<file path="src/rtl/latched_bit_ram_pkg.sv">
package latched_bit_ram_pkg;

  // strobes from control to datapath
  typedef struct packed {
    logic capture;  // latch the address this edge
    logic wrEn;     // store dataIn this edge
    logic drive;    // output pin driven
  } ctrlStrobes_t;

endpackage

</file>
<file path="src/rtl/lbr_ctrl.sv">
module lbr_ctrl
  import latched_bit_ram_pkg::*;
#(
  parameter int READ_LAT = 2
) (
  input  logic         clk,
  input  logic         rstN,
  input  logic         strobeN,
  input  logic         gateAN,
  input  logic         gateBN,
  input  logic         writeN,
  output ctrlStrobes_t strobes,
  output logic         selected
);

  localparam int CNT_W = $clog2(READ_LAT + 1);
  localparam logic [CNT_W-1:0] CNT_DONE = CNT_W'(READ_LAT);

  logic             strobePrev;
  logic             fallSeen;
  logic [CNT_W-1:0] latCnt;
  logic             wrHighS;
  logic             gatesLowS;

  // previous sample high, current low; prev is 0 after reset so a held strobe is inert
  assign fallSeen = strobePrev & ~strobeN;

  always_ff @(posedge clk or negedge rstN) begin
    if (!rstN) begin
      strobePrev <= 1'b0;
      selected   <= 1'b0;
      latCnt     <= '0;
      wrHighS    <= 1'b0;
      gatesLowS  <= 1'b0;
    end else begin
      strobePrev <= strobeN;
      wrHighS    <= writeN;
      gatesLowS  <= ~gateAN & ~gateBN;
      if (fallSeen) begin
        selected <= 1'b1;
        latCnt   <= '0;
      end else if (strobeN) begin
        selected <= 1'b0;
        latCnt   <= '0;
      end else if (selected && latCnt != CNT_DONE) begin
        latCnt <= latCnt + CNT_W'(1);
      end
    end
  end

  always_comb begin
    strobes.capture = fallSeen;
    strobes.wrEn    = selected & ~strobeN & ~writeN;
    strobes.drive   = selected & (latCnt == CNT_DONE) & wrHighS & gatesLowS;
  end

endmodule

</file>
<file path="src/rtl/lbr_datapath.sv">
module lbr_datapath
  import latched_bit_ram_pkg::*;
#(
  parameter int ADDR_W = 8
) (
  input  logic              clk,
  input  logic              rstN,
  input  ctrlStrobes_t      strobes,
  input  logic [ADDR_W-1:0] addr,
  input  logic              dataIn,
  output logic              dataOut,
  output logic              dataOutEn
);

  localparam int DEPTH = 1 << ADDR_W;

  logic [ADDR_W-1:0] addrLatch;
  logic [DEPTH-1:0]  memBits;

  always_ff @(posedge clk or negedge rstN) begin
    if (!rstN) addrLatch <= '0;
    else if (strobes.capture) addrLatch <= addr;
  end

  // contents deliberately not reset
  always_ff @(posedge clk) begin
    if (strobes.wrEn) memBits[addrLatch] <= dataIn;
  end

  assign dataOutEn = strobes.drive;
  assign dataOut   = strobes.drive ? memBits[addrLatch] : 1'b0;

endmodule

</file>
<file path="src/rtl/latched_bit_ram.sv">
module latched_bit_ram
  import latched_bit_ram_pkg::*;
#(
  parameter int ADDR_W   = 8,
  parameter int READ_LAT = 2
) (
  input  logic              clk,
  input  logic              rstN,
  input  logic              strobeN,
  input  logic              gateAN,
  input  logic              gateBN,
  input  logic              writeN,
  input  logic [ADDR_W-1:0] addr,
  input  logic              dataIn,
  output logic              dataOut,
  output logic              dataOutEn,
  output logic              selected
);

  ctrlStrobes_t strobes;

  lbr_ctrl #(.READ_LAT(READ_LAT)) ctrlI (
    .clk(clk), .rstN(rstN), .strobeN(strobeN), .gateAN(gateAN),
    .gateBN(gateBN), .writeN(writeN), .strobes(strobes), .selected(selected)
  );

  lbr_datapath #(.ADDR_W(ADDR_W)) dpI (
    .clk(clk), .rstN(rstN), .strobes(strobes), .addr(addr), .dataIn(dataIn),
    .dataOut(dataOut), .dataOutEn(dataOutEn)
  );

endmodule

</file>
<file path="config.mk">
export PLATFORM = sky130hd
export DESIGN_NAME = latched_bit_ram
export DESIGN_NICKNAME = d
export VERILOG_FILES = /design/src/rtl/latched_bit_ram_pkg.sv /design/src/rtl/lbr_ctrl.sv /design/src/rtl/lbr_datapath.sv /design/src/rtl/latched_bit_ram.sv
export SDC_FILE = /design/constraint.sdc
export NUM_CORES = 1
export LEC_CHECK = 0
export ABC_CLOCK_PERIOD_IN_PS = 3200
export BUFFER_PORTS_ARGS = -buffer_cell sky130_fd_sc_hd__buf_2
export CAP_MARGIN = 15
export CORE_AREA = 2 2 139 141
export CTS_CLUSTER_SIZE = 16
export DETAILED_ROUTE_END_ITERATION = 8
export DIE_AREA = 0 0 141 143
export PLACE_DENSITY_LB_ADDON = 0.25
export SLEW_MARGIN = 20
export SYNTH_ARGS = -nofsm -noshare
export SYNTH_HDL_FRONTEND = slang
export SYNTH_SLANG_ARGS = --single-unit
</file>
<file path="constraint.sdc">
create_clock -name clk -period 3.2 [get_ports clk]
set_input_delay 0.48 -clock clk [delete_from_list [all_inputs] [get_ports clk]]
set_output_delay 0.48 -clock clk [all_outputs]
set_load 0.01 [all_outputs]
</file>
==> results.sh <==
export IMPL_status="complete, but fails checks"
export IMPL_violations="negative setup slack"
export IMPL_post_route_period_util=1.05
export IMPL_cp_end_kind="output port"
export IMPL_startpoint="dpI.addrLatch[0]$_DFFE_PN0P_"
export IMPL_final_hold_violation_count=0
export IMPL_cts_clk_slew_worst_paths_ps=60
export IMPL_r2r_setup_slack_ps=500
export IMPL_clkSinkCount=270
export IMPL_die_area_um2=20200
export IMPL_fill_cells=1107
export IMPL_grtUsageTotal=0.279
export IMPL_diodes=0
export IMPL_synth_warnings=0
export IMPL_avgViaCountPerCell=6.59
export IMPL_vdd_ir_drop_max_v=0.000422
export IMPL_io_pins=18
export IMPL_synth_simple_area_share=0.122
export IMPL_insertion_delay_ps=530
export IMPL_synth_seq_cells=270
export IMPL_grt_antenna_before_repair=0
export IMPL_worstMarginPinSlew_ps=779
export IMPL_cts_made_buffers=27
export IMPL_rows=50
export IMPL_leakage_nw=4.20
export IMPL_portBuffers=17
export IMPL_critPathMaxFanout=5
export IMPL_layout_commonest_cell="nor2_1"
export IMPL_wl_per_cell_um=24.4
export IMPL_p_total_mw=8.18
export IMPL_reg2reg_to="dpI.memBits[194]$_DFFE_PP_"
export IMPL_power_density_nw_per_um2=606
export IMPL_setup_viol=1
export IMPL_drt_first_pass_iters=8
export IMPL_crit_arrival_ps=2890
export IMPL_cp_start_kind="flip-flop"
export IMPL_finalMaxSlewViolations=0
export IMPL_syn_num_nets=851
export IMPL_max_slew_margin_rel=0.479
export IMPL_start_util=0.640
export IMPL_syn_avg_cell_area_um2=14.2
export IMPL_synth_xor_area_share=0.000737
export IMPL_clock_root_buffer="clkbuf_16"
export IMPL_drc=0
export IMPL_fin_ws_ps=-174
export IMPL_endpoint="dataOut"
export IMPL_clockBufferDepth=3
export IMPL_final_cell_mix="nor2_1, edfxtp_1, mux4_2, buf_4, nand2_1"
export IMPL_synthCells=835
export IMPL_rr_worst_depth=6
export IMPL_grt_pass1_wl_um=42200
export IMPL_grt_start_max_net_pins=89
export IMPL_path_class="flip-flop to output port"
export IMPL_synth_ff_type="edfxtp_1"
export IMPL_yosysTopAreaCell="edfxtp_1"
export IMPL_min_path_type="input pin to flip-flop"
export IMPL_drt_total_wl_um=27300
export IMPL_synthToLayoutAreaGrowth_pct=13.6
export IMPL_synth_edf_count=256
export IMPL_placed_area_um2=12300
export IMPL_synth_mux_area_frac=0.142
export IMPL_overflow=0
export IMPL_synth_yosys_seq_area_share=0.676
export IMPL_layout_nets=882
export IMPL_htree_num_levels=1
export IMPL_synth_compound_area_share=0.0266
export IMPL_required_ps=2720
export IMPL_die_y_um=143
export IMPL_dp_final_hpwl_um=16000
export IMPL_grt_pass1_vias=7446
export IMPL_r2r_start="dpI.addrLatch[1]$_DFFE_PN0P_"
export IMPL_drt_initial_drc_count=855
export IMPL_min_delay_start="writeN"
export IMPL_ant_nets=0
export IMPL_slowest_stage="dfrtp_4"
export IMPL_synth_area_top_cells="edfxtp_1, mux4_2, nor2_1"
export IMPL_yosys_area_top_type_share=0.647
export IMPL_tns_ps=-174
export IMPL_syn_area_um2=11900
export IMPL_timing_fmax_mhz=296
export IMPL_async_flop_share=0.0519
export IMPL_synth_cell_types=43
export IMPL_drive_above_1_share=0.239
export IMPL_finClkSkew_ps=9.38
export IMPL_fin_crit_ps=3370
export IMPL_max_stage_delay_ps=510
export IMPL_vias=7377
export IMPL_cts_tree="done"
export IMPL_crit_chain="buf_6 -> buf_4 -> buf_4 -> mux4_2 -> o221ai_2 -> o21ai_2 -> o211ai_1 -> a31oi_2 -> a31oi_4 -> a31oi_4 -> buf_6"
export IMPL_drv_cap=0
export IMPL_routabilityCongestion=0.874
export IMPL_chipWidth_um=141
export IMPL_synth_top_family_by_area="multiplexers"
export IMPL_core_area_um2=18600
export IMPL_synth_fa_ha_area_frac=0.00105
export IMPL_rsz0062_at_grt="true"
export IMPL_final_area_um2=13500
-- sequential cells by signal (all words and copies together), names as in the netlist --
register	flops
ctrlI.gatesLowS	1
ctrlI.latCnt	2
ctrlI.selected	1
ctrlI.strobePrev	1
ctrlI.wrHighS	1
dpI.addrLatch	8
dpI.memBits	256
-- metal layers --
metal  wire (µm)  vias to the layer above  global-route usage
met5           0                        -                   0
met4         713                        0              0.0932
met3        2700                       69              0.0647
met2       13500                      435               0.459
met1       10400                     3713               0.377
li1            -                     3160                   -
-- repair_timing --
action / in CTS / in global routing
gates cloned: 1 / 1
gates resized for setup: 36 / 16
setup endpoints to repair: 1 / 1
pin swaps: 8 / 11
hold buffers: 1 / 0
buffers inserted: 11 / 1
endpoints found under the hold margin: 14 / 0
-- worst min path at each step --
stage / cells after the start / to / slack [ps]
after floorplan: 0 / ctrlI.gatesLowS$_DFF_PN0_ / 180
after CTS: 1 / ctrlI.wrHighS$_DFF_PN0_ / 90
final: 1 / ctrlI.wrHighS$_DFF_PN0_ / 110
after global routing: 1 / ctrlI.wrHighS$_DFF_PN0_ / 100
after detailed placement: 1 / ctrlI.latCnt[1]$_DFFE_PN0P_ / 390
after global placement: 1 / ctrlI.gatesLowS$_DFF_PN0_ / 380
-- kinds of logic (layout without fill, tap and decap cells) --
| group | count (synthesis) | after routing |
|---|---|---|
| AOI/OAI and AO/OA | 45 | 45 |
| DFF | 270 | 270 |
| adders and majority gates | 1 | 1 |
| xor gates and xnor gates | 1 | 1 |
| and+or+nand+nor | 353 | 353 |
| buffers and inverters | 72 | 123 |
| muxes | 93 | 93 |
-- cells in the mapped netlist (6+ instances only) --
master	number
dfrtp_1	14
buf_6	7
mux2_2	13
o21ai_0	10
nor3_1	6
clkbuf_1	42
buf_2	11
nand4_1	8
edfxtp_1	256
nor2b_1	10
nand2_1	32
nand3_1	20
mux4_2	54
mux2i_1	22
a221oi_1	8
nor2_1	261
-- per-stage QoR --
step	setup slack (ps)	instances	hold slack, ps	util
3_5_place_dp	88.3	1057	395	0.661
5_1_grt	-240	1120	104	0.727
2_1_floorplan	744	835	184	-
4_1_cts	-126	1119	85.4	0.724
3_3_place_gp	85.9	1057	381	0.661
6_report	-174	1120	106	0.727
-- layout make-up --
type,count,area [µm²],share of cell area
clock buffer,36,729,0.0540
timing repair buffer,70,624,0.0462
inverter,4,15.0,0.00111
clock inverter,13,143,0.0106
tap,234,293,0.0217
multi-input combinational,493,3660,0.271
sequential,270,8040,0.595
-- where the power goes --
group | leakage [nW] | internal, mW | total, mW | switching (mW)
combinational | 1.31 | 0.480 | 1.11 | 0.629
sequential | 2.47 | 3.89 | 3.94 | 0.0587
clock | 0.425 | 1.84 | 3.13 | 1.29
-- worst max-delay path: cells and delay by family (launching register included) --
family / cells / cell delay [ps]
compound gates: 6 / 790
mux: 1 / 460
flops: 1 / 510
buf+inv: 4 / 600
(Power assumes the default switching activity.)
